[src/rtl/lanefifo_pkg.sv]
package lanefifo_pkg;
  typedef struct packed {
    logic full;
    logic half;
    logic empty;
    logic word_av;
    logic byte_av;
  } lf_flags_t;
endpackage

[src/rtl/lanefifo_lane.sv]
// One byte lane: circular store, pointers and occupancy count.
// push/pop arrive already qualified by the top level.
module lanefifo_lane #(
  parameter int DEPTH = 16,
  parameter int W     = 8,
  localparam int AW   = $clog2(DEPTH),
  localparam int CW   = $clog2(DEPTH + 1)
) (
  input  logic          clk,
  input  logic          rst,
  input  logic          clr,
  input  logic          push,
  input  logic          pop,
  input  logic [W-1:0]  din,
  output logic [W-1:0]  head,
  output logic [CW-1:0] cnt_q,
  output logic [CW-1:0] cnt_nxt
);
  logic [W-1:0]  mem [DEPTH];
  logic [AW-1:0] wptr, rptr;

  always_ff @(posedge clk) begin
    if (push) mem[wptr] <= din;
  end

  assign head    = mem[rptr];
  assign cnt_nxt = clr ? '0 : cnt_q + CW'(push) - CW'(pop);

  always_ff @(posedge clk) begin
    if (rst || clr) begin
      wptr  <= '0;
      rptr  <= '0;
      cnt_q <= '0;
    end else begin
      cnt_q <= cnt_nxt;
      if (push) wptr <= (wptr == AW'(DEPTH - 1)) ? '0 : wptr + AW'(1);
      if (pop)  rptr <= (rptr == AW'(DEPTH - 1)) ? '0 : rptr + AW'(1);
    end
  end
endmodule

[src/rtl/lanefifo_seq.sv]
// Rotating lane index for the shifter side.
module lanefifo_seq #(
  parameter int LANES = 4,
  localparam int LW   = $clog2(LANES)
) (
  input  logic          clk,
  input  logic          rst,
  input  logic          clr,
  input  logic          word_mode,
  input  logic          step,
  output logic [LW-1:0] lane
);
  logic [LW-1:0] ptr;

  always_ff @(posedge clk) begin
    if (rst || clr) ptr <= '0;
    else if (step && word_mode)
      ptr <= (ptr == LW'(LANES - 1)) ? '0 : ptr + LW'(1);
  end

  assign lane = word_mode ? ptr : '0;
endmodule

[src/rtl/lanefifo_flags.sv]
// Registered status flags computed from next-cycle occupancies.
module lanefifo_flags
  import lanefifo_pkg::*;
#(
  parameter int LANES = 4,
  parameter int DEPTH = 16,
  localparam int CW   = $clog2(DEPTH + 1)
) (
  input  logic               clk,
  input  logic               rst,
  input  logic [LANES*CW-1:0] cnt_nxt,
  output lf_flags_t          flags_q
);
  localparam logic [CW-1:0] FULL_C = CW'(DEPTH);
  localparam logic [CW-1:0] HALF_C = CW'(DEPTH / 2);

  lf_flags_t f_d;

  always_comb begin
    f_d.full    = 1'b0;
    f_d.empty   = 1'b1;
    f_d.word_av = 1'b1;
    for (int l = 0; l < LANES; l++) begin
      if (cnt_nxt[l*CW +: CW] == FULL_C) f_d.full = 1'b1;
      if (cnt_nxt[l*CW +: CW] != '0)     f_d.empty = 1'b0;
      if (cnt_nxt[l*CW +: CW] == '0)     f_d.word_av = 1'b0;
    end
    f_d.half    = cnt_nxt[CW-1:0] >= HALF_C;
    f_d.byte_av = cnt_nxt[CW-1:0] != '0;
  end

  always_ff @(posedge clk) begin
    if (rst) flags_q <= '{full: 1'b0, half: 1'b0, empty: 1'b1, word_av: 1'b0, byte_av: 1'b0};
    else     flags_q <= f_d;
  end
endmodule

[src/rtl/lane_split_fifo.sv]
// Four byte lanes addressed together as a word or singly as a byte.
module lane_split_fifo
  import lanefifo_pkg::*;
#(
  parameter int LANES  = 4,
  parameter int LANE_W = 8,
  parameter int DEPTH  = 16,
  localparam int WW    = LANES * LANE_W,
  localparam int CW    = $clog2(DEPTH + 1),
  localparam int LW    = $clog2(LANES)
) (
  input  logic              clk,
  input  logic              rst,
  input  logic              clr,
  input  logic              word_mode,
  input  logic              host_wr_word,
  input  logic              host_wr_byte,
  input  logic [WW-1:0]     host_wdata,
  input  logic              host_rd_word,
  input  logic              host_rd_byte,
  output logic [WW-1:0]     host_rdata,
  input  logic              shf_push,
  input  logic [LANE_W-1:0] shf_wdata,
  input  logic              shf_pop,
  output logic [LANE_W-1:0] shf_rdata,
  output logic              full,
  output logic              half_full,
  output logic              empty,
  output logic              word_avail,
  output logic              byte_avail
);
  localparam logic [CW-1:0] FULL_C = CW'(DEPTH);

  logic [LANE_W-1:0]   heads   [LANES];
  logic [CW-1:0]       cnt_q   [LANES];
  logic [CW-1:0]       cnt_nx  [LANES];
  logic [LANES*CW-1:0] cnt_flat;
  logic [LANES-1:0]    room, have, lane_push, lane_pop;
  logic [LW-1:0]       push_lane, pop_lane;
  logic                wr_word_ok, wr_byte_ok, rd_word_ok, rd_byte_ok;
  logic                spush_ok, spop_ok, host_wr_ok;
  lf_flags_t           flags;

  always_comb begin
    for (int l = 0; l < LANES; l++) begin
      room[l] = cnt_q[l] != FULL_C;
      have[l] = cnt_q[l] != '0;
      cnt_flat[l*CW +: CW] = cnt_nx[l];
    end
  end

  // Acceptance, with clr over everything and host over shifter
  assign wr_word_ok = !clr && host_wr_word && (&room);
  assign wr_byte_ok = !clr && !host_wr_word && host_wr_byte && room[0];
  assign rd_word_ok = !clr && host_rd_word && (&have);
  assign rd_byte_ok = !clr && !host_rd_word && host_rd_byte && have[0];
  assign spush_ok   = !clr && shf_push && !(host_wr_word || host_wr_byte) && room[push_lane];
  assign spop_ok    = !clr && shf_pop && !(host_rd_word || host_rd_byte) && have[pop_lane];
  assign host_wr_ok = wr_word_ok || wr_byte_ok;

  lanefifo_seq #(.LANES(LANES)) u_push_seq (
    .clk(clk), .rst(rst), .clr(clr), .word_mode(word_mode),
    .step(spush_ok), .lane(push_lane)
  );

  lanefifo_seq #(.LANES(LANES)) u_pop_seq (
    .clk(clk), .rst(rst), .clr(clr), .word_mode(word_mode),
    .step(spop_ok), .lane(pop_lane)
  );

  for (genvar g = 0; g < LANES; g++) begin : g_lane
    logic [LANE_W-1:0] din;
    if (g == 0) begin : g_l0
      assign lane_push[g] = wr_word_ok || wr_byte_ok || (spush_ok && push_lane == LW'(g));
      assign lane_pop[g]  = rd_word_ok || rd_byte_ok || (spop_ok && pop_lane == LW'(g));
    end else begin : g_ln
      assign lane_push[g] = wr_word_ok || (spush_ok && push_lane == LW'(g));
      assign lane_pop[g]  = rd_word_ok || (spop_ok && pop_lane == LW'(g));
    end
    assign din = host_wr_ok ? host_wdata[g*LANE_W +: LANE_W] : shf_wdata;

    lanefifo_lane #(.DEPTH(DEPTH), .W(LANE_W)) u_lane (
      .clk(clk), .rst(rst), .clr(clr),
      .push(lane_push[g]), .pop(lane_pop[g]), .din(din),
      .head(heads[g]), .cnt_q(cnt_q[g]), .cnt_nxt(cnt_nx[g])
    );
  end

  lanefifo_flags #(.LANES(LANES), .DEPTH(DEPTH)) u_flags (
    .clk(clk), .rst(rst), .cnt_nxt(cnt_flat), .flags_q(flags)
  );

  // Registered data outputs
  always_ff @(posedge clk) begin
    if (rst) begin
      host_rdata <= '0;
      shf_rdata  <= '0;
    end else begin
      if (rd_word_ok) begin
        for (int l = 0; l < LANES; l++) host_rdata[l*LANE_W +: LANE_W] <= heads[l];
      end else if (rd_byte_ok) begin
        host_rdata <= {{(WW - LANE_W){1'b0}}, heads[0]};
      end
      if (spop_ok) shf_rdata <= heads[pop_lane];
    end
  end

  assign full       = flags.full;
  assign half_full  = flags.half;
  assign empty      = flags.empty;
  assign word_avail = flags.word_av;
  assign byte_avail = flags.byte_av;
endmodule

[config.mk]
export PLATFORM = sky130hd
export DESIGN_NAME = lane_split_fifo
export DESIGN_NICKNAME = d
export VERILOG_FILES = /design/src/rtl/lanefifo_pkg.sv /design/src/rtl/lanefifo_lane.sv /design/src/rtl/lanefifo_seq.sv /design/src/rtl/lanefifo_flags.sv /design/src/rtl/lane_split_fifo.sv
export SDC_FILE = /design/constraint.sdc
export NUM_CORES = 1
export LEC_CHECK = 0
export BUFFER_PORTS_ARGS = -buffer_cell sky130_fd_sc_hd__buf_2
export CORE_UTILIZATION = 54
export CTS_BUF_LIST = sky130_fd_sc_hd__clkbuf_4
export DETAILED_ROUTE_END_ITERATION = 10
export PLACE_DENSITY_LB_ADDON = 0.2
export RECOVER_POWER = 50
export SETUP_SLACK_MARGIN = 0.02
export SYNTH_ARGS = -nofsm -noshare
export SYNTH_HDL_FRONTEND = slang
export SYNTH_SLANG_ARGS = --single-unit
[constraint.sdc]
create_clock -name clk -period 4.15 [get_ports clk]
set_input_delay 0.83 -clock clk [delete_from_list [all_inputs] [get_ports clk]]
set_output_delay 0.83 -clock clk [all_outputs]
set_load 0.1 [all_outputs]
After elaboration in Yosys (flattened, before gate mapping)
Memories as Yosys holds them, arrays and structs flattened. A register that Yosys moved wholly into a read port is not among the register bits.
Cells that the tools add are included.

cells by class
  $add $sub $neg = 18
  multipliers = 0
  div/mod/pow operators = 0
  order comparisons = 4
  equal/unequal tests = 24
  shift operators = 0
  muxes and demuxes = 54
  bitwise logic cells = 1
  reduce and logical (&&, ||, !) cells = 62

operator list
  kind                 count
  $mux 32              2
  $mux 4               16
  $mux 8               6
  $reduce_bool 5->1    8
  $add 4x1->4 const B  8
  $eq 4x4->1 const B   8
  $logic_and 1x1->1    26
  $add 5x1->5          4
  $eq 5x5->1 const B   4
  $logic_not 5->1      4
  $mux 5               4
  $ne 5x5->1 const B   4
  $sub 5x1->5          4
  $mux 1               19
  $bmux 8 s2           1
  $logic_or 1x1->1     13
  $eq 2x2->1 const B   6
  $mux 2               4
  $reduce_and 4->1     2
  $lt 2x3->1 const B   2
  $ge 5x4->1 const B   1
  $logic_not 1->1      5
  $add 2x1->2 const B  2
  $bmux 1 s2           2
  6 further kinds      8

word-level totals
  register bits after elaboration = 101
  latch bits = 0
  bits in writable memories = 512
  bits in read-only memories = 0
  bits of input ports = 50
  output and inout port bits = 45
  logic and storage cells = 188
  memories = 4

memory list
  name                  depth  width  rd ports  clocked after Yosys merged registers in  write ports  RTL line             RTL
  g_lane[0].u_lane.mem  16     8      1         1                                        1            lanefifo_lane.sv:19  logic [W-1:0] mem [DEPTH];
  g_lane[1].u_lane.mem  16     8      1         1                                        1            lanefifo_lane.sv:19
  g_lane[2].u_lane.mem  16     8      1         1                                        1            lanefifo_lane.sv:19
  g_lane[3].u_lane.mem  16     8      1         1                                        1            lanefifo_lane.sv:19

Logic depth before layout (Yosys ltp)
  depth in word-level cells = 14
  gate-level depth with buffers = 19
  gate-level depth less buffers = 17

By module
From an unflattened synthesis, not the netlist that was laid out.

second synthesis, totals
  cell total of the unflattened synthesis = 1,519
  area, all modules = 26,265.2 µm²

by module, submodules not included
  module           times used  cells each  area each (µm²)  seq. area each (µm²)
  lanefifo_lane    4           305         5,796.8          4,184.0
  lane_split_fifo  1           252         2,603.7          800.8
  lanefifo_seq     2           12          127.6            40.0
  lanefifo_flags   1           23          219.0            100.1

Worst setup path after synthesis
No wires, ideal clock.

  path type = input-to-reg
  start point = input port clr
  end point = register u_flags.flags_q[2] in the netlist's numbering
  setup time = 101 ps
  arrival time = 3,849 ps
  data required time = 4,049 ps
  path slack = 200 ps
  cell stages on the path = 17
  cell sequence = buf_6 nor2b_1 and3_1 a32oi_1 nor2_1 clkbuf_1 inv_1 ha_1 inv_1 ha_1 inv_1 fa_1 nand2b_1 a21oi_1 or3_1 a41oi_1 o41ai_1

between the ends
  cells in the longest elaborated chain, start to end = 14
  elaborated cells on any way between the ends = 55

ends and longest elaborated chain
  item                                                   RTL line                                      RTL
  start: declaration                                     lane_split_fifo.sv:14                         input logic clr,
  $logic_not 1->1                                        n/a
  $logic_and 1x1->1 (on tied branches) (3 in a row)      lane_split_fifo.sv:54, lane_split_fifo.sv:57
  $logic_or 1x1->1 or $logic_and 1x1->1 (tied branches)  lane_split_fifo.sv:74                         assign lane_push[g] = wr_word_ok || wr_byte_ok || (spush_ok && push_lane == LW'(g));
  $logic_or 1x1->1                                       lane_split_fifo.sv:74
  $add 5x1->5                                            lanefifo_lane.sv:27                           assign cnt_nxt = clr ? '0 : cnt_q + CW'(push) - CW'(pop);
  $sub 5x1->5                                            lanefifo_lane.sv:27
  $mux 5                                                 lanefifo_lane.sv:27
  $reduce_bool 5->1                                      lanefifo_flags.sv:25                          if (cnt_nxt[l*CW +: CW] != '0) f_d.empty = 1'b0;
  $mux 1 (3 in a row)                                    lanefifo_flags.sv:25
  $mux 1 (*)                                             lanefifo_flags.sv:25
  end signal: assignment                                 lanefifo_flags.sv:33                          if (rst) flags_q <= '{full: 1'b0, half: 1'b0, empty: 1'b1, word_av: 1'b0, byte_av: 1'b0};
  end: declaration                                       lanefifo_flags.sv:12                          output lf_flags_t flags_q

Every way passes the cells marked *; elsewhere a longest branch is shown, timed or not.
A chain may end at the register's enable or synchronous reset.

Worst setup path in the final report
  start point = register g_lane[0].u_lane.cnt_q[2]
  end point = memory g_lane[2].u_lane.mem[3][4] (data pin)

between the ends
  cells in the longest elaborated chain, start to end = 5
  elaborated cells on any way between the ends = 6

ends and longest elaborated chain
  item                      RTL line               RTL
  start: declaration        lanefifo_lane.sv:16    output logic [CW-1:0] cnt_q,
  start signal: assignment  lanefifo_lane.sv:35    cnt_q <= cnt_nxt;
  $ne 5x5->1 (*)            lane_split_fifo.sv:46  room[l] = cnt_q[l] != FULL_C;
  $reduce_and 4->1          lane_split_fifo.sv:53  assign wr_word_ok = !clr && host_wr_word && (&room);
  $logic_and 1x1->1         lane_split_fifo.sv:53
  $logic_or 1x1->1 (*)      lane_split_fifo.sv:59  assign host_wr_ok = wr_word_ok || wr_byte_ok;
  $mux 8 (*)                lane_split_fifo.sv:80  assign din = host_wr_ok ? host_wdata[g*LANE_W +: LANE_W] : shf_wdata;
  via g_lane[2].din[4]      lane_split_fifo.sv:72  logic [LANE_W-1:0] din;
  end: declaration          lanefifo_lane.sv:19

The timed path passes the listed nets; every way through them passes the cells marked *.

==> summary.md <==
| Metric | Value |
|---|---|
| Portion of synthesized cell area occupied by the leading cell type | `57.78%` |
| Crit path required time | `4.77 ns` |
| Layout Skew | `0.05675 ns` |
| Number of vias in the routed layout | `16600` |
| Fill cell count | `3667` |
| Area after detailed placement | `28260 um2` |
| Worst-path maximum fanout | `16` |
| Critical Path Start Type | `flop` |
| Post-layout utilization of the core | `62.31%` |
| Die ar. | `50170 um2` |
| # port buffers | `94` |
| Slew at the pin closest to its max-slew limit | `1.795 ns` |
| Startpoint of the worst register-to-register path | `g_lane[0].u_lane.cnt_q[2]` |
| Maximum clock frequency | `251.3 MHz` |
| Maximum resistive drop on vdd | `0.0002320 V` |
| Library cell used as clock root buffer | `clkbuf_4` |
| Number of flops mapped to enable cells by yosys | `512` |
| Clock latency of the later-clocked register in the worst-skew pair | `0.97 ns` |
| Post-Synthesis Net Count | `1844` |
| Antenna violations before repair | `4` |
| GRT Total Usage | `26.58%` |
| Synth area leader | `edfxtp_1` |
| Minimum setup slack among reg-to-reg paths | `0.17 ns` |
| Post-route minimum period | `3.979 ns` |
| Worst Hold Slack | `0.1940 ns` |
| Result of the run | `finished with violations` |
| Remaining Overflow, GRT | `0` |
| Number of cells on the worst hold path | `2` |
| DRT Wirelength | `65.43 mm` |
| Flop and latch count out of synthesis | `629` |
| Row cnt | `80` |
| Count of hold buffers inserted by post-cts repair | `0` |
| Total count of hold-check failures in the final report | `0` |
| Clock tree from TritonCTS | `built` |
| Routed wirelength normalized by instance count | `23.53 um` |
| Pin count of the biggest net entering global routing | `39` |
| Number of distinct library cells after synthesis | `93` |
| Half-perimeter wire length after placement | `44.38 mm` |
| Wire length of the first global-routing pass | `96.71 mm` |
| Synth Instances | `1744` |
| Area of the mapped netlist | `26610 um2` |
| Buffer depth of the longest clock path | `3` |
| Slew Limit Headroom | `-20.90%` |
| First-pass iteration count of the detailed router | `5` |
| Share of post-route cells with drive strength above 1 | `23.88%` |
| Max-cap check violation count | `3` |
| Clock slew at the register clock pins of the worst setup and hold paths | `0.06 ns` |
| Total clock sinks | `629` |
| Power density over cell area | `435.3 nW/um2` |
| Number of pins with negative max-slew slack in the final report | `28` |
| Start point of the worst min-delay path | `clr` |
| Static leakage power | `0.01006 uW` |
| Synth area leaders | `edfxtp_1, dfxtp_1, mux4_2` |
| Die X-Extent | `224.0 um` |
| Avg Vias per Cell | `5.969` |
| Number of placed instances, taps included | `2497` |
| Final-stage net count | `2103` |
| Worst R2R End | `g_lane[2].u_lane.mem[3][4]` |
| Initial detailed-routing violation count | `1658` |
| Crit share post-route | `95.89%` |
| Top post-synthesis cells by count | `edfxtp_1, nand2_1, dfxtp_1, mux4_2, a21oi_1` |
| Area Growth Syn to Fin | `12.74%` |
| Setup repair after global routing missed its margin | `no` |
| Critical path capture point type | `flop` |
| Tightest Hold Check Type | `in -> reg` |
| Data arrival time of the critical path | `4.60 ns` |
| Setup violation total in the final timing report | `0` |
| Sequential fraction of the synthesis area | `66.58%` |
| Ys flop type | `edfxtp_1` |
| Level count of the clock H-tree | `4` |
| Design area | `30000 um2` |
| Die extent in y | `224.0 um` |
| Warnings, synthesis | `0` |
| Hold EP | `g_lane[1].u_lane.cnt_q[4]` |
| Starting Density | `55.27%` |
| Most common cell in the synthesized netlist | `edfxtp_1` |
| Inserted Clock Buffers | `159` |
| Top-level I/O count | `95` |
| Routability Congestion | `0.8752` |
| Number of antenna-violating nets in the routed design | `0` |
| Classification of the worst setup path | `reg -> reg` |
| Reg2Reg Depth | `10` |
| Number of remaining DRC errors | `0` |
| Number of cells in the finished layout apart from fillers | `2781` |
| Via count of the first global-routing pass | `16200` |
| Per-instance average area after synthesis | `15.26 um2` |
| Core outline area | `48150 um2` |
| Async set or reset register ratio after synthesis | `0%` |
| Violations in the final reports | `max-capacitance violations, max-slew violations` |
per-stage QoR:
step                total power [uW]  setup TNS (ns)  worst slack, ns
floorplan                       7626               0           0.1996
global placement                7914               0          0.08691
detailed placement              7942       -0.006256        -0.006256
CTS                            13170               0           0.1603
global route                   13550               0          0.04117
finish                         13060               0           0.1705
layout make-up:
type	count	area (um2)	share of cell area [%]
sequential	629	17720	59.08
clock buffer	252	1892	6.306
inverter	68	255.2	0.8509
tap	656	820.8	2.736
timing repair buffer	186	919.6	3.066
antenna	2	5.005	0.01668
multi-input combinational	959	8213	27.38
clock inverter	29	171.4	0.5714
cell families after synthesis:
kind of cell / after synthesis / share of synthesized area (%)
DFF: 629 / 66.58
muxes: 202 / 12.21
AOI/OAI and AO/OA: 271 / 6.950
adders and majority gates: 50 / 2.464
buffers and inverters: 156 / 2.497
and+or+nand+nor: 424 / 8.906
xor gates and xnor gates: 12 / 0.3950
metal layers:
layer	wire length [um]	vias up	global-route usage, %	share of wire (%)
li1	-	7448	-	-
met1	27680	8299	36.44	42
met2	30370	742	40.35	46
met3	5621	110	6.952	8.6
met4	1762	0	11.29	2.7
met5	0	-	0	0
where the power goes:
part           leakage [uW]  switching (uW)  total, uW  internal (uW)
logic               0.00324             582        777            194
clock network       0.00124            2400       5260           2860
registers           0.00557            29.2       7020           6990
total                0.0101            3010      13100          10000
worst max-delay path by stage:
stage,slack (ns),endpoint,start
finish,0.17,g_lane[2].u_lane.mem[3][4],g_lane[0].u_lane.cnt_q[2]
global route,0.04,u_flags.flags_q[1],g_lane[1].u_lane.cnt_q[2]
global placement,0.09,u_flags.flags_q[2],clr
floorplan,0.20,u_flags.flags_q[2],clr
CTS,0.16,u_flags.flags_q[1],g_lane[0].u_lane.cnt_q[2]
detailed placement,-0.006,u_flags.flags_q[2],clr
flip-flops by register name (all words and copies together), names as in the netlist, named ones only:
name / flops
u_pop_seq.ptr: 2
g_lane.u_lane.wptr: 16
g_lane.u_lane.mem: 512
shf_rdata: 8
host_rdata: 32
u_flags.flags_q: 5
g_lane.u_lane.cnt_q: 20
u_push_seq.ptr: 2
g_lane.u_lane.rptr: 16
critical path, stage by stage, from the launching register on:
cell	delay, ns
dfxtp_1	0.33
inv_1	0.06
ha_1	0.23
and4bb_1	0.26
or2_0	0.24
buf_4	0.17
a21oi_1	1.11
buf_2	0.57
nand2_1	0.10
nand2_1	0.07
clkbuf_1	0.50
layout by cell type (no fill, tap or decap), types with 8 or more instances in the layout:
cell / n
and4_1: 10
nor3_1: 22
a31oi_1: 12
o221ai_1: 9
nand2_1: 133
mux4_2: 95
mux2_2: 30
ha_1: 46
nor2b_1: 19
nor3b_1: 11
or3_1: 8
edfxtp_1: 512
o21ai_0: 50
dfxtp_1: 113
xor2_1: 9
buf_4: 38
inv_1: 65
nand2b_1: 23
nand3_1: 22
clkinv_1: 21
nor4b_1: 9
and3_1: 20
clkbuf_4: 252
a22oi_1: 20
o22ai_1: 14
buf_2: 50
nor2_1: 65
clkbuf_1: 97
mux2i_1: 77
a21oi_1: 77
and2_1: 13
nor4_1: 10
repair_timing:
action | CTS | global route
setup buffers | 0 | 1
resized for setup | 0 | 7
setup endpoints to repair | 0 | 3
hold endpoints to repair | 0 | 0
Power figures use the tool's default switching activity.
